$ cat config.mk
export PLATFORM = sky130hd
export DESIGN_NAME = wcs_read_path
export DESIGN_NICKNAME = d
export VERILOG_FILES = /design/src/rtl/wcs_pkg.sv /design/src/rtl/wcs_strobe_pipe.sv /design/src/rtl/wcs_fetch.sv /design/src/rtl/wcs_toggle.sv /design/src/rtl/wcs_out_mux.sv /design/src/rtl/wcs_read_path.sv
export SDC_FILE = /design/constraint.sdc
export NUM_CORES = 1
export LEC_CHECK = 0
export BUFFER_PORTS_ARGS = -buffer_cell sky130_fd_sc_hd__buf_4
export CAP_MARGIN = 20
export CORE_ASPECT_RATIO = 1.5
export CORE_UTILIZATION = 36
export DETAILED_ROUTE_END_ITERATION = 10
export PLACE_DENSITY = 0.69
export SKIP_LAST_GASP = 1
export SLEW_MARGIN = 15
export SYNTH_ARGS = -nofsm -noshare
export SYNTH_HDL_FRONTEND = slang
export SYNTH_SLANG_ARGS = --single-unit
$ cat constraint.sdc
create_clock -name clk -period 1.1 [get_ports clk]
set_clock_uncertainty 0.2 [all_clocks]
set_input_delay 0.055 -clock clk [delete_from_list [all_inputs] [get_ports clk]]
set_output_delay 0.055 -clock clk [all_outputs]
set_load 0.02 [all_outputs]
$ cat src/rtl/wcs_pkg.sv
package wcs_pkg;
  typedef enum logic [1:0] {
    RM_IDLE   = 2'd0,
    RM_TRUE   = 2'd1,
    RM_STATUS = 2'd2
  } rd_mode_e;
endpackage

$ cat src/rtl/wcs_strobe_pipe.sv
// Two-stage pipeline of read condition, busy flag and written-byte top bit.
module wcs_strobe_pipe (
  input  logic clk,
  input  logic rst,
  input  logic ce_n,
  input  logic oe_n,
  input  logic we_n,
  input  logic busy,
  input  logic last_msb,
  output logic rd_s1,
  output logic busy_s1,
  output logic rd_s2,
  output logic busy_s2,
  output logic msb_s2,
  output logic acc_start
);
  logic msb_s1;

  always_ff @(posedge clk) begin
    if (rst) begin
      rd_s1   <= 1'b0;
      busy_s1 <= 1'b0;
      msb_s1  <= 1'b0;
      rd_s2   <= 1'b0;
      busy_s2 <= 1'b0;
      msb_s2  <= 1'b0;
    end else begin
      rd_s1   <= ~ce_n & ~oe_n & we_n;
      busy_s1 <= busy;
      msb_s1  <= last_msb;
      rd_s2   <= rd_s1;
      busy_s2 <= busy_s1;
      msb_s2  <= msb_s1;
    end
  end

  // new access: read condition now, none the cycle before
  assign acc_start = rd_s1 & ~rd_s2;

  // a start is never reported on two consecutive cycles
  assert_single_start_R6: assert property (@(posedge clk) disable iff (rst)
    acc_start |=> !acc_start);
endmodule

$ cat src/rtl/wcs_fetch.sv
// Registered address toward the synchronous array.
module wcs_fetch #(
  parameter int ADDR_W = 15
) (
  input  logic              clk,
  input  logic              rst,
  input  logic [ADDR_W-1:0] rd_addr,
  output logic [ADDR_W-1:0] arr_raddr
);
  always_ff @(posedge clk) begin
    if (rst) arr_raddr <= '0;
    else     arr_raddr <= rd_addr;
  end

  // the array sees the address sampled one edge earlier
  assert_addr_stage_R3: assert property (@(posedge clk) disable iff (rst)
    !$past(rst) |-> arr_raddr == $past(rd_addr));
endmodule

$ cat src/rtl/wcs_toggle.sv
// Toggle state: inverts once per access start during a program cycle.
module wcs_toggle (
  input  logic clk,
  input  logic rst,
  input  logic acc_start,
  input  logic busy_s1,
  output logic tog
);
  always_ff @(posedge clk) begin
    if (rst) tog <= 1'b0;
    else if (acc_start && busy_s1) tog <= ~tog;
  end

  assert_tog_flip_R6: assert property (@(posedge clk) disable iff (rst)
    (acc_start && busy_s1) |=> tog != $past(tog));

  assert_tog_hold_R7: assert property (@(posedge clk) disable iff (rst)
    !busy_s1 |=> $stable(tog));
endmodule

$ cat src/rtl/wcs_out_mux.sv
// Selects true data or status word and registers the bus outputs.
module wcs_out_mux
  import wcs_pkg::*;
#(
  parameter int DATA_W = 8
) (
  input  logic              clk,
  input  logic              rst,
  input  logic              rd_s2,
  input  logic              busy_s2,
  input  logic              msb_s2,
  input  logic              tog,
  input  logic [DATA_W-1:0] arr_rdata,
  output logic [DATA_W-1:0] dout,
  output logic              dout_oe
);
  localparam int POLL_BIT = DATA_W - 1;
  localparam int TOG_BIT  = DATA_W - 2;

  rd_mode_e          mode;
  logic [DATA_W-1:0] status_w;

  always_comb begin
    if (!rd_s2)       mode = RM_IDLE;
    else if (busy_s2) mode = RM_STATUS;
    else              mode = RM_TRUE;
  end

  always_comb begin
    status_w           = '0;
    status_w[POLL_BIT] = ~msb_s2;
    status_w[TOG_BIT]  = tog;
  end

  always_ff @(posedge clk) begin
    if (rst) begin
      dout    <= '0;
      dout_oe <= 1'b0;
    end else begin
      case (mode)
        RM_TRUE: begin
          dout    <= arr_rdata;
          dout_oe <= 1'b1;
        end
        RM_STATUS: begin
          dout    <= status_w;
          dout_oe <= 1'b1;
        end
        default: begin
          dout    <= '0;
          dout_oe <= 1'b0;
        end
      endcase
    end
  end

  assert_reset_clear_R8: assert property (@(posedge clk)
    $past(rst) |-> (dout == '0 && !dout_oe));
endmodule

$ cat src/rtl/wcs_read_path.sv
// Read data path with program-cycle status reporting.
module wcs_read_path #(
  parameter int ADDR_W = 15,
  parameter int DATA_W = 8
) (
  input  logic              clk,
  input  logic              rst,
  input  logic              ce_n,
  input  logic              oe_n,
  input  logic              we_n,
  input  logic [ADDR_W-1:0] rd_addr,
  input  logic              busy,
  input  logic              last_wr_msb,
  output logic [ADDR_W-1:0] arr_raddr,
  input  logic [DATA_W-1:0] arr_rdata,
  output logic [DATA_W-1:0] dout,
  output logic              dout_oe
);
  localparam int LOW_TOP = DATA_W - 3;

  logic rd_s1, busy_s1, rd_s2, busy_s2, msb_s2, acc_start, tog;

  wcs_strobe_pipe u_pipe (
    .clk(clk), .rst(rst), .ce_n(ce_n), .oe_n(oe_n), .we_n(we_n),
    .busy(busy), .last_msb(last_wr_msb),
    .rd_s1(rd_s1), .busy_s1(busy_s1), .rd_s2(rd_s2), .busy_s2(busy_s2),
    .msb_s2(msb_s2), .acc_start(acc_start)
  );

  wcs_fetch #(.ADDR_W(ADDR_W)) u_fetch (
    .clk(clk), .rst(rst), .rd_addr(rd_addr), .arr_raddr(arr_raddr)
  );

  wcs_toggle u_tog (
    .clk(clk), .rst(rst), .acc_start(acc_start), .busy_s1(busy_s1), .tog(tog)
  );

  wcs_out_mux #(.DATA_W(DATA_W)) u_mux (
    .clk(clk), .rst(rst), .rd_s2(rd_s2), .busy_s2(busy_s2), .msb_s2(msb_s2),
    .tog(tog), .arr_rdata(arr_rdata), .dout(dout), .dout_oe(dout_oe)
  );

  // edges since reset release, saturating, so $past(...,3) is meaningful
  logic [1:0] age;
  always_ff @(posedge clk) begin
    if (rst) age <= 2'd0;
    else if (age != 2'd3) age <= age + 2'd1;
  end
  wire warm = (age == 2'd3);

  assert_oe_match_R1: assert property (@(posedge clk) disable iff (rst)
    warm |-> dout_oe == $past(~ce_n & ~oe_n & we_n, 3));

  assert_quiet_bus_R2: assert property (@(posedge clk) disable iff (rst)
    !dout_oe |-> dout == '0);

  assert_true_data_R3: assert property (@(posedge clk) disable iff (rst)
    (warm && dout_oe && !$past(busy, 3)) |-> dout == $past(arr_rdata));

  assert_poll_bit_R4: assert property (@(posedge clk) disable iff (rst)
    (warm && dout_oe && $past(busy, 3)) |-> dout[DATA_W-1] == ~$past(last_wr_msb, 3));

  assert_low_zero_R5: assert property (@(posedge clk) disable iff (rst)
    (warm && dout_oe && $past(busy, 3)) |-> dout[LOW_TOP:0] == '0);
endmodule

==> impl_results.md <==
- Total power after layout: 2.38 mW
- Residual DRC: 0
- Most repeated cell in the gate-level netlist after synthesis: dfxtp_1
- Kind of cell adding the most delay to the critical path: flip-flops
- Arrival time worst endpoint: 1.13 ns
- Via total after detailed routing: 786
- Buf+Inv Stages, Crit Path: 0
- Final Setup Violations: 1
- Outcome: finished with violations
- Share of flip-flops with an asynchronous set or reset: 0
- Data required time of the worst path: 1.12 ns
- Iteration-0 DRC count of the detailed router: 4
- CORE AREA: 0.00229 mm²
- Final number of hold-violating endpoints: 16
- Failing checks: hold timing, setup timing
- Largest vdd supply drop: 0.973 mV
- List of most frequent post-synthesis cells: dfxtp_1 (31), nor2b_1 (21), and2_1 (6), nand2b_1 (3)
- Post-Route WL: 2060 µm
- Number of buffers inserted by port buffering: 53
- Later-pin clock latency in the skew report: 0.33 ns
- Transition time at the pin with the least slew margin: 0.225 ns
- N_diodes: 0
- Ports placed on the boundary: 54
- Post-route worst hold slack: -0.224 ns
- Worst-case setup margin in the final layout: -0.00835 ns
- Cells after Synth: 72
- Number of nets at the end of the flow: 188
- Number of warning messages in the yosys log: 0
- Dominant synthesized flop cell: dfxtp_1
- P&R area growth vs syn: 90.0%
- Cell-by-cell listing of the critical path: nand3b_1, mux2_4
- Deepest level of the CTS H-tree: 2
- HPWL Detailed: 1250 µm
- Max Cap Viol: 0
- Number of synthesized flops with an enable pin: 0
- Delay contributed by the slowest stage of the critical path: 0.34 ns
- Pin count of the biggest net entering global routing: 16
- Type of element capturing the critical path: flop
- Setup repair after global routing missed its margin: true
- Die W: 42.6 µm
- Height of the die: 62.9 µm
- Power Density: 1410 mW/mm²
- Fill cells: 167
- Initial core utilization: 0.390
- Routed length per instance: 11.3 µm
- CTS Sinks: 31
- Number of standard cells in the layout, taps in and fillers out: 182
- Critical Setup Path Class: flop to flop
- Standard cell with the maximum stage delay on the critical path: dfxtp_2
- Static leakage: 0.793 nW
- Netlist cell types: 13
- Overall fraction of global-route tracks in use: 0.177
- Die area: 0.00268 mm²
- Clock Pin Slew Worst Setup and Hold Paths: 0.09 ns
- Average vias per placed instance: 4.32
- GPL Wtd Cong: 0.687
- Final global-route overflow total: 0
- Cell total after placement: 147
- First-pass GRT wire length: 3310 µm
- Share of post-route cells with drive strength above 1: 0.428
- Avg Synthesized Cell Area: 12.4 µm²
- TritonCTS clock tree: yes
- Number of buffers added by the clock tree synthesis step: 5
- Type of the most critical hold path: input port to flop
- Dominant cells by area after synthesis: dfxtp_1 (70%), nor2b_1 (15%), and2_1 (4.2%), nand2b_1 (2.1%), nor4b_2 (1.7%)
- Root Buffer: clkbuf_4
- Maximum fanout encountered on the critical timing path: 3
- Core Util, Final: 0.741
- Number of buffers between clock root and the deepest sink: 2
- Site Rows: 21
- Final Critical Period: 1.11 ns
- Number of synthesized register bits: 31
- Initial antenna violation count: 0
- Global-route track usage on met2: 0.312
- Post-Synthesis Cell Area: 891 µm²
- Fin Setup TNS: -0.00835 ns
- Maximum clock frequency: 902 MHz
- Final critical-path share of the clock period: 1.01
- Met1 Use GR: 0.151
- Kind of launch point of the worst setup path: flop
- Total of hold buffers inserted after clock tree synthesis: 27
- Routing layer with the top usage in global route: met2
- Global-route track usage on met3: 0.0838
- Area share of the leading cell type in the synthesized netlist: 0.697
- Cell type contributing the most total cell area after synthesis: dfxtp_1
- Sequential-to-total area share from yosys stat: 0.697
- Total nets after synthesis: 102
- Vias in the first global route: 782
- Number of routed nets with antenna violations: 0
- Max Transition Viols Final: 0
- Number of buffers added for setup after CTS: 0
- Number of iterations in the first detailed-routing pass: 3
- Worst rel slew slack: 0.850
## per-layer routing
metal / vias up / wire, µm
met3: 6 / 138
met5: - / 0
met2: 35 / 1170
met1: 353 / 685
li1: 392 / -
met4: 0 / 69
## area by class of cell
| class | count | area [µm²] | area share |
|---|---|---|---|
| Timing Repair Buffer | 81 | 683 | 0.404 |
| Sequential cell | 31 | 624 | 0.369 |
| Multi-Input combinational cell | 38 | 267 | 0.157 |
| Clock buffer | 6 | 51.3 | 0.0303 |
| Clock inverter | 2 | 35.0 | 0.0207 |
| Tap cell | 23 | 28.8 | 0.0170 |
| Inverter | 1 | 3.75 | 0.00222 |
## registers in the layout, summed over array words and instances (netlist names)
signal,cells
u_pipe.busy_s2,1
u_fetch.arr_raddr,15
u_pipe.msb_s2,1
u_pipe.busy_s1,1
u_pipe.msb_s1,1
u_mux.dout_oe,1
u_pipe.rd_s1,1
u_pipe.rd_s2,1
u_tog.tog,1
u_mux.dout,8
## placed cells by master, fill, tap and decap left out, types with 2 or more instances in the layout
cell,n
and2_1,6
buf_6,2
dlygate4sd3_1,27
clkbuf_4,5
nor2b_1,21
nand2b_1,3
buf_4,52
dfxtp_2,3
nor2_1,2
dfxtp_1,28
## kinds of logic after synthesis
kind of cell,share of synthesized area
mux,0.0239
simple gates,0.258
flops,0.697
buf+inv,0.0154
compound gates,0.00561
## worst register-to-register path: stages (launching register included)
cell and delay [ns]:
dfxtp_2 0.34, nand3b_1 0.17, mux2_4 0.30
## timing repair
action | in CTS | in global routing
endpoints found under the setup margin | 2 | 9
endpoints found under the hold margin | 31 | 16
gates resized for setup | 1 | 6
pin swaps | 0 | 0
## report_power, final
part,switching (mW),total (mW),leakage (nW),internal [mW]
combinational,0.104,0.297,0.488,0.193
clock,0.373,0.909,0.0482,0.537
sequential,0.0136,1.18,0.256,1.16
total,0.490,2.38,0.793,1.89
## per-stage QoR
| stage | setup slack, ns | instance area, µm² |
|---|---|---|
| final | -0.00835 | 1690 |
| after global routing | -0.0272 | 1690 |
| after CTS | -0.00501 | 1670 |
| after detailed placement | 0.00695 | 1320 |
| after global placement | 0.0292 | 1320 |
| after floorplan | 0.0454 | 891 |
## final timing paths
path                                 start                       end  slack [ns]  cells past startpoint
setup / recovery   u_pipe.rd_s2$_SDFF_PP0_    u_tog.tog$_SDFFE_PP0P_      -0.008                      2
hold / removal                         rst   u_pipe.rd_s2$_SDFF_PP0_       -0.22                      2
hold reg to reg   u_pipe.msb_s1$_SDFF_PP0_  u_pipe.msb_s2$_SDFF_PP0_        0.25                      1
setup reg to reg   u_pipe.rd_s2$_SDFF_PP0_    u_tog.tog$_SDFFE_PP0P_      -0.008                      2
(Power assumes the default switching activity.)
